==> config.mk <==
export PLATFORM = sky130hd
export DESIGN_NAME = uart_autoflow
export DESIGN_NICKNAME = d
export VERILOG_FILES = /design/src/rtl/flow_pkg.sv /design/src/rtl/hs_sync.sv /design/src/rtl/hs_level_ctl.sv /design/src/rtl/hs_tx_gate.sv /design/src/rtl/hs_irq.sv /design/src/rtl/uart_autoflow.sv
export SDC_FILE = /design/constraint.sdc
export NUM_CORES = 1
export LEC_CHECK = 0
export ABC_AREA = 0
export BUFFER_PORTS_ARGS = -buffer_cell sky130_fd_sc_hd__clkbuf_2
export CORE_MARGIN = 2
export CORE_UTILIZATION = 41
export CTS_BUF_LIST = sky130_fd_sc_hd__clkbuf_16
export DETAILED_ROUTE_END_ITERATION = 12
export GPL_TIMING_DRIVEN = 1
export HOLD_SLACK_MARGIN = 0.06
export PLACE_DENSITY_LB_ADDON = 0.1
export SYNTH_ARGS = -nofsm -noshare
export SYNTH_HDL_FRONTEND = slang
export SYNTH_SLANG_ARGS = --single-unit
==> constraint.sdc <==
create_clock -name clk -period 1.6 [get_ports clk]
set_clock_uncertainty 0.15 [all_clocks]
set_input_delay 0.24 -clock clk [delete_from_list [all_inputs] [get_ports clk]]
set_output_delay 0.24 -clock clk [all_outputs]
set_load 0.02 [all_outputs]
==> src/rtl/flow_pkg.sv <==
package flow_pkg;
  typedef enum logic {
    PAIR_RTS_CTS = 1'b0,
    PAIR_DTR_DSR = 1'b1
  } pair_e;

  localparam int unsigned SYNC_STAGES = 2;
endpackage

==> src/rtl/hs_sync.sv <==
module hs_sync #(
  parameter int unsigned WIDTH  = 2,
  parameter int unsigned STAGES = 2
) (
  input  logic             clk,
  input  logic             rst_n,
  input  logic [WIDTH-1:0] async_i,
  input  logic [WIDTH-1:0] reset_val,
  output logic [WIDTH-1:0] sync_o
);
  logic [WIDTH-1:0] stage_q [STAGES];

  generate
    for (genvar s = 0; s < STAGES; s++) begin : g_stage
      logic [WIDTH-1:0] d;
      if (s == 0) begin : g_first
        assign d = async_i;
      end else begin : g_rest
        assign d = stage_q[s-1];
      end
      always_ff @(posedge clk or negedge rst_n) begin
        if (!rst_n) stage_q[s] <= reset_val;
        else        stage_q[s] <= d;
      end
    end
  endgenerate

  assign sync_o = stage_q[STAGES-1];
endmodule

==> src/rtl/hs_level_ctl.sv <==
module hs_level_ctl #(
  parameter int unsigned LVL_W = 5
) (
  input  logic             clk,
  input  logic             rst_n,
  input  logic             auto_en,
  input  logic             man_sel,
  input  logic [LVL_W-1:0] level,
  input  logic [LVL_W-1:0] halt_lvl,
  input  logic [LVL_W-1:0] resume_lvl,
  output logic             armed,
  output logic             auto_act,
  output logic             drop_evt
);
  logic armed_q, armed_d;
  logic hold_q, hold_d;
  logic upd_en;

  always_comb begin
    armed_d = auto_en & (armed_q | man_sel);
  end

  always_comb begin
    hold_d = hold_q;
    if (!armed_q) begin
      hold_d = 1'b0;
    end else if (level >= halt_lvl) begin
      hold_d = 1'b1;
    end else if (level <= resume_lvl) begin
      hold_d = 1'b0;
    end
  end

  assign upd_en = (hold_d != hold_q);

  always_ff @(posedge clk or negedge rst_n) begin
    if (!rst_n) armed_q <= 1'b0;
    else        armed_q <= armed_d;
  end

  always_ff @(posedge clk or negedge rst_n) begin
    if (!rst_n)      hold_q <= 1'b0;
    else if (upd_en) hold_q <= hold_d;
  end

  assign armed    = armed_q;
  assign auto_act = armed_q & ~hold_q;
  assign drop_evt = armed_q & hold_d & ~hold_q;
endmodule

==> src/rtl/hs_tx_gate.sv <==
module hs_tx_gate (
  input  logic clk,
  input  logic rst_n,
  input  logic pause_req,
  input  logic tx_busy,
  input  logic tx_char_done,
  output logic tx_permit
);
  logic permit_q, permit_d;

  always_comb begin
    if (!pause_req) begin
      permit_d = 1'b1;
    end else if (permit_q && tx_busy && !tx_char_done) begin
      permit_d = 1'b1;
    end else begin
      permit_d = 1'b0;
    end
  end

  always_ff @(posedge clk or negedge rst_n) begin
    if (!rst_n) permit_q <= 1'b1;
    else        permit_q <= permit_d;
  end

  assign tx_permit = permit_q;
endmodule

==> src/rtl/hs_irq.sv <==
module hs_irq (
  input  logic clk,
  input  logic rst_n,
  input  logic master,
  input  logic in_en,
  input  logic out_en,
  input  logic in_evt,
  input  logic out_evt,
  input  logic clr,
  output logic status
);
  logic stat_q, stat_d;
  logic set_evt;

  always_comb begin
    set_evt = master & ((in_en & in_evt) | (out_en & out_evt));
    stat_d  = stat_q;
    if (set_evt)  stat_d = 1'b1;
    else if (clr) stat_d = 1'b0;
  end

  always_ff @(posedge clk or negedge rst_n) begin
    if (!rst_n) stat_q <= 1'b0;
    else        stat_q <= stat_d;
  end

  assign status = stat_q;
endmodule

==> src/rtl/uart_autoflow.sv <==
module uart_autoflow
  import flow_pkg::*;
#(
  parameter int unsigned LVL_W = 5
) (
  input  logic             clk,
  input  logic             rst_n,
  input  logic             auto_in_en,
  input  logic             auto_out_en,
  input  logic             irq_master,
  input  logic             irq_in_en,
  input  logic             irq_out_en,
  input  logic             pair_sel,
  input  logic             man_rts,
  input  logic             man_dtr,
  input  logic [LVL_W-1:0] rx_level,
  input  logic [LVL_W-1:0] halt_lvl,
  input  logic [LVL_W-1:0] resume_lvl,
  input  logic             cts_n,
  input  logic             dsr_n,
  output logic             rts_n,
  output logic             dtr_n,
  input  logic             tx_busy,
  input  logic             tx_char_done,
  output logic             tx_permit,
  input  logic             msr_rd,
  output logic             flow_irq
);
  localparam int unsigned NLINES = 2;

  pair_e             pair;
  logic [NLINES-1:0] pins_sync;
  logic              mon_q;
  logic              mon_now;
  logic              mon_rise;
  logic              pause_req;
  logic              man_sel;
  logic              armed;
  logic              auto_act;
  logic              drop_evt;
  logic              rts_act;
  logic              dtr_act;

  assign pair = pair_e'(pair_sel);

  hs_sync #(
    .WIDTH  (NLINES),
    .STAGES (SYNC_STAGES)
  ) u_sync (
    .clk       (clk),
    .rst_n     (rst_n),
    .async_i   ({dsr_n, cts_n}),
    .reset_val ('0),
    .sync_o    (pins_sync)
  );

  assign mon_now = (pair == PAIR_DTR_DSR) ? pins_sync[1] : pins_sync[0];

  always_ff @(posedge clk or negedge rst_n) begin
    if (!rst_n) mon_q <= 1'b0;
    else        mon_q <= mon_now;
  end

  assign mon_rise  = mon_now & ~mon_q;
  assign pause_req = auto_in_en & mon_now;
  assign man_sel   = (pair == PAIR_DTR_DSR) ? man_dtr : man_rts;

  hs_level_ctl #(
    .LVL_W (LVL_W)
  ) u_level (
    .clk        (clk),
    .rst_n      (rst_n),
    .auto_en    (auto_out_en),
    .man_sel    (man_sel),
    .level      (rx_level),
    .halt_lvl   (halt_lvl),
    .resume_lvl (resume_lvl),
    .armed      (armed),
    .auto_act   (auto_act),
    .drop_evt   (drop_evt)
  );

  always_comb begin
    rts_act = man_rts;
    dtr_act = man_dtr;
    if (armed) begin
      if (pair == PAIR_DTR_DSR) dtr_act = auto_act;
      else                      rts_act = auto_act;
    end
  end

  assign rts_n = ~rts_act;
  assign dtr_n = ~dtr_act;

  hs_tx_gate u_gate (
    .clk          (clk),
    .rst_n        (rst_n),
    .pause_req    (pause_req),
    .tx_busy      (tx_busy),
    .tx_char_done (tx_char_done),
    .tx_permit    (tx_permit)
  );

  hs_irq u_irq (
    .clk     (clk),
    .rst_n   (rst_n),
    .master  (irq_master),
    .in_en   (irq_in_en),
    .out_en  (irq_out_en),
    .in_evt  (mon_rise),
    .out_evt (drop_evt),
    .clr     (msr_rd),
    .status  (flow_irq)
  );
endmodule

# Yosys cells after proc, flatten, opt, wreduce, memory -nomap -nowiden
# Index checks and enable logic that the tools add are counted.
# totals
ff_bits	9
input_bits	30
output_inout_bits	4
word_cells	42
# classes
magnitude_cmp	2
n_eq_ne	1
mux	13
n_bitwise	15
reduce_logical	4
# op_table
op	n
2-to-1 mux 1 bit	13
bitwise AND 1 bit	9
>= comparator 5 bit	1
less-or-equal comparator 5 bit	1
inverter 1 bit	4
logical AND 1 bit	2
OR 1 bit	2
nonzero test 2 bit	1
zero test 1 bit	1
inequality test 1 bit	1

# Logic depth before layout (Yosys ltp)
# depth
depth_word	10
ltp_mapped	6

# Worst setup path before layout
# Ideal clock, no wire load.
# synth_timing
path_kind	input port to flip-flop
startpoint	input resume_lvl[2]
endpoint	register u_level.hold_q
setup_time_ps	135
arrival_ps	1091
path_slack_ps	224
stages	6
n_path_buf	0
path_cell_list	inv_1 ha_1 a21oi_1 o21ai_0 a221oi_1 o22ai_1
# synth_between
elab_chain_len	5
# synth_rtl
element	line_no	source
from (decl)	uart_autoflow.sv:18	input logic [LVL_W-1:0] resume_lvl,
less-or-equal comparator 5 bit *	hs_level_ctl.sv:29	end else if (level <= resume_lvl) begin
2-to-1 mux 1 bit *	hs_level_ctl.sv:29	
2-to-1 mux 1 bit *	hs_level_ctl.sv:27	end else if (level >= halt_lvl) begin
2-to-1 mux 1 bit *	hs_level_ctl.sv:25	if (!armed_q) begin
inequality test 1 bit	hs_level_ctl.sv:34	assign upd_en = (hold_d != hold_q);
to (signal assigned)	hs_level_ctl.sv:43	else if (upd_en) hold_q <= hold_d;
to (decl)	hs_level_ctl.sv:16	logic hold_q, hold_d;
# Mark *: on every way between the ends. The rest lies on a longest branch, timed or not.
# A chain may end at the register's enable or synchronous reset.

# Worst setup path in the final report
# layout_timing
startpoint	register u_gate.permit_q, in the netlist u_gate.tx_permit
endpoint	register u_gate.permit_q, in the netlist u_gate.tx_permit
# layout_between
elab_chain_len	4
# layout_rtl
element	line_no	source
from (decl)	hs_tx_gate.sv:9	logic permit_q, permit_d;
from (signal assigned)	hs_tx_gate.sv:23	else permit_q <= permit_d;
logical AND 1 bit (2 in a row)	hs_tx_gate.sv:14	end else if (permit_q && tx_busy && !tx_char_done) begin
2-to-1 mux 1 bit	hs_tx_gate.sv:14	
2-to-1 mux 1 bit	hs_tx_gate.sv:12	if (!pause_req) begin
net u_gate.permit_d	hs_tx_gate.sv:9	
# The timed path passes the listed nets, and every way through them passes these cells.

==> summary.md <==
| Metric | Value |
|---|---|
| CTS sink cnt | `9` |
| Yosys warns | `0` |
| Pwr dens | `935 mW/mm²` |
| Final instance area | `886 µm²` |
| Initial Util | `44.0%` |
| Yosys top cell area share | `34.9%` |
| Avg Cell Area, Syn | `9.88 µm²` |
| Critical path's slowest cell | `dlygate4sd3_1` |
| Worst Tran Pin Value | `0.247 ns` |
| H-Tree Depth | `1` |
| DP Area | `757 µm²` |
| Routed Antenna Nets | `0` |
| Core Area | `0.00130 mm²` |
| Post-synth EDFFs | `0` |
| Maximum clock frequency | `0.646 GHz` |
| Die H | `41.4 µm` |
| Cts bufs inserted | `3` |
| Growth of design area from synthesis to finish | `54.6%` |
| Die width | `41.4 µm` |
| Mapped Cells | `58` |
| Fillers | `118` |
| Drt total wl | `1110 µm` |
| Area of the multi-input gates | `305 µm²` |
| GP Congestion | `0.755` |
| # rows | `13` |
| Pleak | `0.508 nW` |
| I/O Pins | `34` |
| Synth area leader | `dfrtp_1` |
| Crit. End Element | `register` |
| Root Buffer Master | `clkbuf_16` |
| Status | `completed` |
| Largest net degree at the start of global routing | `10` |
| Worst EP arrival | `1.57 ns` |
| Synth cell types | `24` |
| Residual DRC | `0` |
| Final worst path period share | `96.8%` |
| Synth Net Count | `98` |
| Clock buffer depth | `2` |
| Slowest stage delay, CP | `0.59 ns` |
| DRT iter0 DRCs | `2` |
| Layout cells sized above 1 | `40.0%` |
| Register area | `226 µm²` |
| Via/cell ratio | `4.73` |
| Grt ovf | `0` |
| All-layer global routing usage | `16.4%` |
| DR WL/cell | `9.67 µm` |
| Number of iterations in the first detailed-routing pass | `3` |
| Hpwl dp | `906 µm` |
| Critical path peak fanout | `2` |
| Finish-stage setup viols | `0` |
| Ant diodes | `0` |
| Clock-pin slew on the worst setup and hold paths | `0.04 ns` |
| Worst Path Buf+Inv | `1` |
| Post-synthesis sequential element count | `9` |
| Fin Setup TNS | `0 ns` |
| Initial antenna violation count | `0` |
| Max-cap violations | `0` |
| Most frequent cell after synthesis | `inv_1` |
| Largest cells by area after synthesis | `dfrtp_1, ha_1, inv_1` |
| Number of global-route vias before repair | `444` |
| CP startpoint kind | `register` |
| Unrepaired setup endpoints after global routing | `false` |
| Die area | `0.00171 mm²` |
| Synthesized area | `573 µm²` |
| Clock period minus worst slack | `1.55 ns` |
| Slew HR | `83.5%` |
| Max Slew Vio Count | `0` |
| CTS tree | `built` |
| First-pass GRT wire length | `1740 µm` |
| Top_reg_cell synth | `dfrtp_1` |
| Worst VDD drop | `0.535 mV` |
| Tightest Hold Check Type | `in -> reg` |
| Final hold vios | `0` |
| Synth cell count leaders | `inv_1, ha_1, dfrtp_1, a21oi_1, nand2_1` |
| Worst-Skew Late Latency | `0.23 ns` |
| CP delay by family, top | `buffers and inverters` |
| Share of flip-flops with an asynchronous set or reset | `100%` |
| Detailed-route via count | `544` |
| # nets final | `141` |
| WP data required | `1.62 ns` |
| Port bufs | `33` |
| Post-synthesis sequential area ratio | `39.5%` |
| Worst-path cell chain | `nand2_1, o211ai_1, dlygate4sd3_1` |
| CP Class | `reg -> reg` |
area by class of cell:
class | count | share of cell area [%]
clock inverters | 1 | 0.424
flip-flops and latches | 9 | 25.6
multi-input cells | 38 | 34.5
clock buffers | 3 | 8.47
repair buffers | 38 | 24.3
well taps | 15 | 2.12
inverters | 11 | 4.66
state kept, by name (all words and copies together), names as in the netlist:
| register | cells |
|---|---|
| u_level.armed | 1 |
| mon_q | 1 |
| u_gate.tx_permit | 1 |
| u_level.hold_q | 1 |
| u_irq.status | 1 |
| u_sync.g_stage.d | 2 |
| u_sync.sync_o | 2 |
worst reg2reg max path, cell delays in order, from the launching register on:
cell           delay, ns
dfstp_2             0.52
nand2_1             0.05
o211ai_1            0.18
dlygate4sd3_1       0.59
where the power goes:
group | total, mW | switching [mW] | internal [mW]
Clock | 0.424 | 0.0986 | 0.325
Combinational | 0.150 | 0.0716 | 0.0782
Sequential | 0.254 | 0.00822 | 0.246
logic make-up (layout without fill, tap and decap cells):
logic type	after synthesis	in the layout	share of synthesized area, %
multiplexers	2	2	4.37
adder cells (fa/ha/maj)	10	10	21.8
AND/OR/NAND/NOR	11	11	10.7
AO/OA/AOI/OAI	15	15	16.4
buffers and inverters	11	53	7.21
flip-flops	9	9	39.5
layer usage:
metal	share of wire, %	vias up	global-route usage, %
li1	-	287	-
met2	43	23	23.8
met4	1.3	0	9.68
met5	0	-	0
met3	8.9	2	6.38
met1	47	232	20.5
worst paths after layout:
path | from | end | slack (ns) | cells after the start
setup / recovery | u_gate.tx_permit$_DFF_PN1_ | u_gate.tx_permit$_DFF_PN1_ | 0.05 | 3
hold / removal | auto_out_en | u_level.armed$_DFF_PN0_ | 0.09 | 2
setup reg to reg | u_gate.tx_permit$_DFF_PN1_ | u_gate.tx_permit$_DFF_PN1_ | 0.05 | 3
hold reg to reg | u_sync.g_stage[1].d[1]$_DFF_PN0_ | u_sync.sync_o[1]$_DFF_PN0_ | 0.19 | 0
max in group asynchronous | rst_n | u_gate.tx_permit$_DFF_PN1_ | 0.80 | 2
min in group asynchronous | rst_n | u_level.hold_q$_DFFE_PN0P_ | 0.25 | 2
cells in the final DEF (no fill, tap or decap), types with 2 or more instances in the layout:
| master | instances |
|---|---|
| o21ai_0 | 2 |
| nand2_1 | 4 |
| a21oi_1 | 4 |
| clkbuf_2 | 33 |
| ha_1 | 10 |
| o21ai_1 | 2 |
| clkbuf_16 | 3 |
| inv_1 | 11 |
| dfrtp_1 | 8 |
| dlygate4sd3_1 | 5 |
repair_timing:
| action | in CTS | in global routing |
|---|---|---|
| gates resized for setup | 0 | 2 |
| setup endpoints to repair | 0 | 1 |
| hold buffers | 5 | 0 |
| hold endpoints to repair | 12 | 0 |
| setup buffers | 0 | 0 |
per-stage QoR:
stage	hold WS (ns)	worst slack (ns)	total power [mW]	util, %	std cells
floorplan	-0.206	0.224	0.331	-	58
global placement	-0.0434	0.0773	0.393	58.2	106
detailed placement	-0.0464	0.0331	0.397	58.2	106
CTS	0.0889	0.0266	0.839	68.1	115
global route	0.0979	0.0111	0.871	68.1	115
finish	0.0915	0.0516	0.828	68.1	115
(Power assumes the default switching activity.)
